===== src/rtl/rmm_pkg.sv =====
package rmm_pkg;
  typedef enum logic [1:0] {
    ST_IDLE  = 2'd0,
    ST_LOAD  = 2'd1,
    ST_MAC   = 2'd2,
    ST_SHIFT = 2'd3
  } rmm_state_t;

  localparam logic [1:0] SEL_A = 2'd0;
  localparam logic [1:0] SEL_B = 2'd1;
  localparam logic [1:0] SEL_C = 2'd2;
endpackage


===== src/rtl/rmm_seq.sv =====
module rmm_seq
  import rmm_pkg::*;
#(
  parameter int P = 4
) (
  input  logic                       clk,
  input  logic                       rst,
  input  logic                       start,
  output logic                       load,
  output logic                       mac,
  output logic                       shift,
  output logic [$clog2(P)-1:0]       row,
  output logic [$clog2(P):0]         step,
  output logic                       busy,
  output logic                       done
);
  localparam int IW = $clog2(P);
  localparam int SW = $clog2(P) + 1;

  rmm_state_t state_q;

  always_ff @(posedge clk) begin
    if (rst) begin
      state_q <= ST_IDLE;
      row     <= '0;
      step    <= '0;
      done    <= 1'b0;
    end else begin
      done <= 1'b0;
      case (state_q)
        ST_IDLE: if (start) state_q <= ST_LOAD;
        ST_LOAD: begin
          state_q <= ST_MAC;
          row     <= '0;
        end
        ST_MAC: begin
          if (row == IW'(P - 1)) begin
            row <= '0;
            if (step == SW'(P - 1)) begin
              state_q <= ST_IDLE;
              step    <= '0;
              done    <= 1'b1;
            end else begin
              state_q <= ST_SHIFT;
            end
          end else begin
            row <= row + 1'b1;
          end
        end
        ST_SHIFT: begin
          step    <= step + 1'b1;
          state_q <= ST_MAC;
        end
        default: state_q <= ST_IDLE;
      endcase
    end
  end

  assign load  = (state_q == ST_LOAD);
  assign mac   = (state_q == ST_MAC);
  assign shift = (state_q == ST_SHIFT);
  assign busy  = (state_q != ST_IDLE);
endmodule


===== src/rtl/rmm_pe.sv =====
module rmm_pe #(
  parameter int P   = 4,
  parameter int DW  = 16,
  parameter int AW  = 40,
  parameter int IDX = 0
) (
  input  logic                    clk,
  input  logic                    wr_a,
  input  logic                    wr_b,
  input  logic                    wr_c,
  input  logic [$clog2(P)-1:0]    wr_row,
  input  logic [AW-1:0]           wr_data,
  input  logic                    load,
  input  logic                    mac,
  input  logic                    shift,
  input  logic [$clog2(P)-1:0]    row,
  input  logic [$clog2(P):0]      step,
  input  logic [P*DW-1:0]         tmp_i,
  output logic [P*DW-1:0]         tmp_o,
  input  logic [$clog2(P)-1:0]    rd_row,
  output logic [AW-1:0]           rd_word
);
  localparam int IW = $clog2(P);
  localparam int SW = $clog2(P) + 1;
  localparam int PW = 2 * DW;

  logic [DW-1:0] a_mem [P];
  logic [DW-1:0] b_mem [P];
  logic [DW-1:0] tmp_q [P];
  logic [AW-1:0] c_mem [P];

  logic [SW:0]          bsum;
  logic [IW-1:0]        brow;
  logic signed [PW-1:0] prod;

  always_ff @(posedge clk) begin
    if (wr_a) a_mem[wr_row] <= wr_data[DW-1:0];
    if (wr_b) b_mem[wr_row] <= wr_data[DW-1:0];
  end

  // rotating column: own A column on load, upstream neighbour on shift
  always_ff @(posedge clk) begin
    for (int k = 0; k < P; k++) begin
      if (load)       tmp_q[k] <= a_mem[k];
      else if (shift) tmp_q[k] <= tmp_i[k*DW +: DW];
    end
  end

  always_comb begin
    for (int k = 0; k < P; k++) tmp_o[k*DW +: DW] = tmp_q[k];
  end

  // B row = (IDX - step) mod P via add-P then compare-and-subtract
  always_comb begin
    bsum = (SW+1)'(IDX) + (SW+1)'(P) - {1'b0, step};
    if (bsum >= (SW+1)'(P)) bsum = bsum - (SW+1)'(P);
    brow = bsum[IW-1:0];
  end

  assign prod = $signed(tmp_q[row]) * $signed(b_mem[brow]);

  always_ff @(posedge clk) begin
    if (mac)       c_mem[row]    <= c_mem[row] + {{(AW-PW){prod[PW-1]}}, prod};
    else if (wr_c) c_mem[wr_row] <= wr_data;
  end

  assign rd_word = c_mem[rd_row];
endmodule


===== src/rtl/ring_mm_array.sv =====
module ring_mm_array
  import rmm_pkg::*;
#(
  parameter int P  = 4,
  parameter int DW = 16,
  parameter int AW = 40
) (
  input  logic                  clk,
  input  logic                  rst,
  input  logic                  start,
  input  logic                  wr_en,
  input  logic [1:0]            wr_sel,
  input  logic [$clog2(P)-1:0]  wr_pe,
  input  logic [$clog2(P)-1:0]  wr_row,
  input  logic [AW-1:0]         wr_data,
  input  logic [$clog2(P)-1:0]  rd_pe,
  input  logic [$clog2(P)-1:0]  rd_row,
  output logic [AW-1:0]         rd_data,
  output logic                  busy,
  output logic                  done
);
  localparam int IW = $clog2(P);
  localparam int SW = $clog2(P) + 1;

  logic          load_w, mac_w, shift_w;
  logic [IW-1:0] row_w;
  logic [SW-1:0] step_w;
  logic          wr_ok;

  logic [P*DW-1:0] ring_bus [P];
  logic [AW-1:0]   rd_bus   [P];

  assign wr_ok = wr_en && !busy;

  rmm_seq #(.P(P)) u_seq (
    .clk(clk), .rst(rst), .start(start),
    .load(load_w), .mac(mac_w), .shift(shift_w),
    .row(row_w), .step(step_w), .busy(busy), .done(done)
  );

  for (genvar g = 0; g < P; g++) begin : g_pe
    localparam int PREV = (g == 0) ? P - 1 : g - 1;
    logic hit;
    assign hit = wr_ok && (wr_pe == IW'(g));

    rmm_pe #(.P(P), .DW(DW), .AW(AW), .IDX(g)) u_pe (
      .clk(clk),
      .wr_a(hit && wr_sel == SEL_A),
      .wr_b(hit && wr_sel == SEL_B),
      .wr_c(hit && wr_sel == SEL_C),
      .wr_row(wr_row), .wr_data(wr_data),
      .load(load_w), .mac(mac_w), .shift(shift_w),
      .row(row_w), .step(step_w),
      .tmp_i(ring_bus[PREV]), .tmp_o(ring_bus[g]),
      .rd_row(rd_row), .rd_word(rd_bus[g])
    );
  end

  always_ff @(posedge clk) begin
    if (rst) rd_data <= '0;
    else     rd_data <= rd_bus[rd_pe];
  end
endmodule


===== config.mk =====
export PLATFORM = sky130hd
export DESIGN_NAME = ring_mm_array
export DESIGN_NICKNAME = d
export VERILOG_FILES = /design/src/rtl/rmm_pkg.sv /design/src/rtl/rmm_seq.sv /design/src/rtl/rmm_pe.sv /design/src/rtl/ring_mm_array.sv
export SDC_FILE = /design/constraint.sdc
export NUM_CORES = 2
export LEC_CHECK = 0
export ABC_AREA = 1
export BUFFER_PORTS_ARGS = -buffer_cell sky130_fd_sc_hd__buf_2
export CORE_ASPECT_RATIO = 0.8
export CORE_MARGIN = 3
export CORE_UTILIZATION = 54
export CTS_CLUSTER_SIZE = 28
export DETAILED_ROUTE_END_ITERATION = 10
export PLACE_DENSITY = 0.78
export SLEW_MARGIN = 20
export SYNTH_ARGS = -nofsm -noshare
export SYNTH_HDL_FRONTEND = slang
export SYNTH_HIERARCHICAL = 1
export SYNTH_SLANG_ARGS = --single-unit

===== constraint.sdc =====
create_clock -name clk -period 25 [get_ports clk]
set_clock_uncertainty 0.1 [all_clocks]
set_input_delay 0 -clock clk [delete_from_list [all_inputs] [get_ports clk]]
set_output_delay 0 -clock clk [all_outputs]
set_load 0.005 [all_outputs]

==> flow_metrics.py <==
metrics = {
    "die": {
        "die_area_um2": 214000,
        "die_w_um": 516,
        "start_util_pct": 54.4,
        "io_pins": 96,
        "num_rows": 149,
        "fp.dieH_um": 414,
        "core_um2": 207000,
    },
    "route": {
        "drt_iter0_drc": 11281,
        "dr_total_vias": 89048,
        "antenna_left": 0,
        "wl_per_cell_um": 24.3,
        "drtPass1Iterations": 11,
        "drt_wl_total_um": 362000,
        "drc": 3,
        "via_per_inst": 5.98,
    },
    "worst_setup_path": {
        "worst-endpoint-arrival_ns": 12.93,
        "slowest_stage": "xnor2_1",
        "crit_cells": 49,
        "cp_num_buf_inv": 12,
        "crit_family": "adder cells",
        "rr_worst_depth": 49,
        "r2r_slack_ns": 12.59,
        "path_common_cell": "nand2_1",
        "crit_path_max_incr_delay_ns": 0.93,
        "worstSetupPathType": "flip-flop to flip-flop",
        "required_ns": 25.52,
        "cp-end-kind": "flip-flop",
        "crit_fanout": 140,
        "startpoint_type": "flip-flop",
    },
    "grt": {
        "global_route.usage.total_pct": 33.8,
        "grt_max_degree": 157,
        "grt_pass1_vias": 88196,
        "overflow": 0,
        "grt_pass1_wl_um": 545000,
        "antenna_found_initial": 17,
    },
    "clock_tree": {
        "post-cts-setup-buffers": 0,
        "cts-buffers-inserted": 150,
        "clkSinkCount": 1456,
        "cts_buffer_depth": 3,
        "clk_latency_ns": 0.82,
        "cts_root_buf": "clkbuf_16",
        "htreeDepth": 4,
        "cts_tree": "yes",
        "path_clk_slew_ns": 0.06,
    },
    "cells_and_area": {
        "drive_above_1_share_pct": 10.3,
        "area.growth.synth_to_final_pct": 8.36,
        "nNetsFinal": 13618,
        "fin_cells": 14880,
        "design_area_um2": 122000,
    },
    "hold_path": {
        "min_path_type": "input pin to flip-flop",
        "hold_depth": 6,
    },
    "sta": {
        "fmaxAchievable_mhz": 80.6,
        "tightest_slew_ns": 1.32,
        "drv_slew": 0,
        "final.setup.tns_ns": 0,
        "period_minus_slack_ns": 12.41,
        "hold_viol_final": 0,
        "finalCritPeriodShare_pct": 49.6,
        "setup_viol": 0,
        "rsz0062_at_grt": "no",
        "slew_headroom_pct": 11.6,
    },
    "synthesis": {
        "synth_fp_nets": 13572,
        "yosysSeqAreaShare_pct": 38.4,
        "synthArstFlopShare_pct": 0,
        "avgSynthCellArea_um2": 9.39,
        "netlist_area_um2": 113000,
        "ys_types": 68,
        "yosysWarnings": 6,
        "syn_inst": 11986,
        "synth_top_area_share_pct": 37.6,
        "synth.top_cells.by_count": "2113 x inv_1, 2078 x nand2_1, 1408 x edfxtp_1",
        "yosysTopAreaCell": "edfxtp_1",
        "synth-main-ff-cell": "edfxtp_1",
        "synth.area.top_cells": "edfxtp_1 38%, fa_1 19%, inv_1 7.0%, nand2_1 6.9%, ha_1 5.3%",
        "yosys_register_bits": 1456,
        "synth_edf_count": 1408,
        "yosys.cell_count.top_type": "inv_1",
    },
    "placement": {
        "place_congestion": 0.999,
        "placedCellCount": 14547,
        "dpl.hpwl_um": 258000,
        "placed_area_um2": 117000,
        "io_buffers": 95,
    },
    "outcome": {
        "violations": "design-rule violations",
        "run_status": "complete, but fails checks",
    },
    "run": {
        "maxCapViolCount": 0,
    },
}
[cells in the final DEF (no fill, tap or decap), drive strengths merged, types with 51 or more instances in the layout]
cell / count
xnor2: 90
edfxtp: 1408
clkinv: 80
fa: 1052
a21oi: 435
a32oi: 88
ha: 480
o21ai: 906
dlygate4sd3: 51
nand3: 286
nor3: 59
o22ai: 340
clkbuf: 180
mux2: 256
nand2: 2167
xor2: 94
or2: 160
inv: 2179
nor2: 1279
buf: 310
[logic make-up (layout without fill, tap and decap cells)]
group                    count (synthesis)  in the layout  share of synthesized area, %
multiplexers                           256            256                          2.56
other                                    0             10                             0
XOR/XNOR                               184            184                          1.43
adder cells (fa/ha/maj)               1532           1532                          24.0
buffers and inverters                 2644           2810                          9.01
AO/OA/AOI/OAI                         1927           1927                          9.77
flip-flops                            1456           1456                          38.4
AND/OR/NAND/NOR                       3987           3987                          14.8
[final cells by class]
type | count | area, um2
fill | 16948 | 84800
multi-input combinational | 7886 | 59600
sequential | 1456 | 43300
inverter | 2177 | 8180
clock buffer | 180 | 4000
tap | 2718 | 3400
timing repair buffer | 361 | 2660
clock inverter | 92 | 860
antenna | 10 | 25.0
[per-stage QoR]
| step | worst slack (ns) | util [%] | hold WS, ns |
|---|---|---|---|
| 2_1_floorplan | 16.29 | - | -0.0309 |
| 3_3_place_gp | 13.11 | 56.4 | 0.278 |
| 3_5_place_dp | 13.00 | 56.4 | 0.275 |
| 4_1_cts | 12.98 | 59.0 | 0.0165 |
| 5_1_grt | 12.02 | 59.0 | 0.0801 |
| 6_report | 12.59 | 59.0 | 0.0778 |
[tightest hold or removal path: stages]
cell,delay (ns)
buf_2,0.15
inv_1,0.07
nand2_1,0.22
nor2_1,0.08
inv_1,0.19
nor3_2,0.08
[timing repair]
item                      4_1_cts  5_1_grt
hold endpoints to repair     1037        0
resized for setup               0        0
hold buffers                   51        0
[metal layers]
| metal | global-route usage, % | vias up | part of all wire [%] |
|---|---|---|---|
| met5 | 0 | - | 0.017 |
| met2 | 49.3 | 5914 | 43 |
| met4 | 15.4 | 4 | 5.6 |
| li1 | - | 38843 | - |
| met3 | 10.0 | 988 | 14 |
| met1 | 46.8 | 43299 | 38 |
[path summary, 6_finish.rpt]
kind,to,from
worst max-delay path,g_pe[1].u_pe/c_mem[1][36]$_DFFE_PP_,u_seq/row[0]$_SDFFE_PP0P_
worst min-delay path,g_pe[3].u_pe/a_mem[1][2]$_DFFE_PP_,wr_sel[1]
worst max register to register,g_pe[1].u_pe/c_mem[1][36]$_DFFE_PP_,u_seq/row[0]$_SDFFE_PP0P_
worst min register to register,g_pe[1].u_pe/tmp_q[2][10]$_DFFE_PP_,g_pe[1].u_pe/a_mem[2][10]$_DFFE_PP_
[state kept, by name, summed over array words and instances (netlist names)]
name and cells:
g_pe.u_pe/c_mem 640, g_pe.u_pe/a_mem 256, g_pe.u_pe/b_mem 256, g_pe.u_pe/tmp_q 256, rd_data 40, u_seq/step 3
u_seq/row 2, u_seq/state_q 2, u_seq/done 1
Power is not shown: default switching activity piles up to over one toggle a cycle in this logic, so the estimate is an artifact.
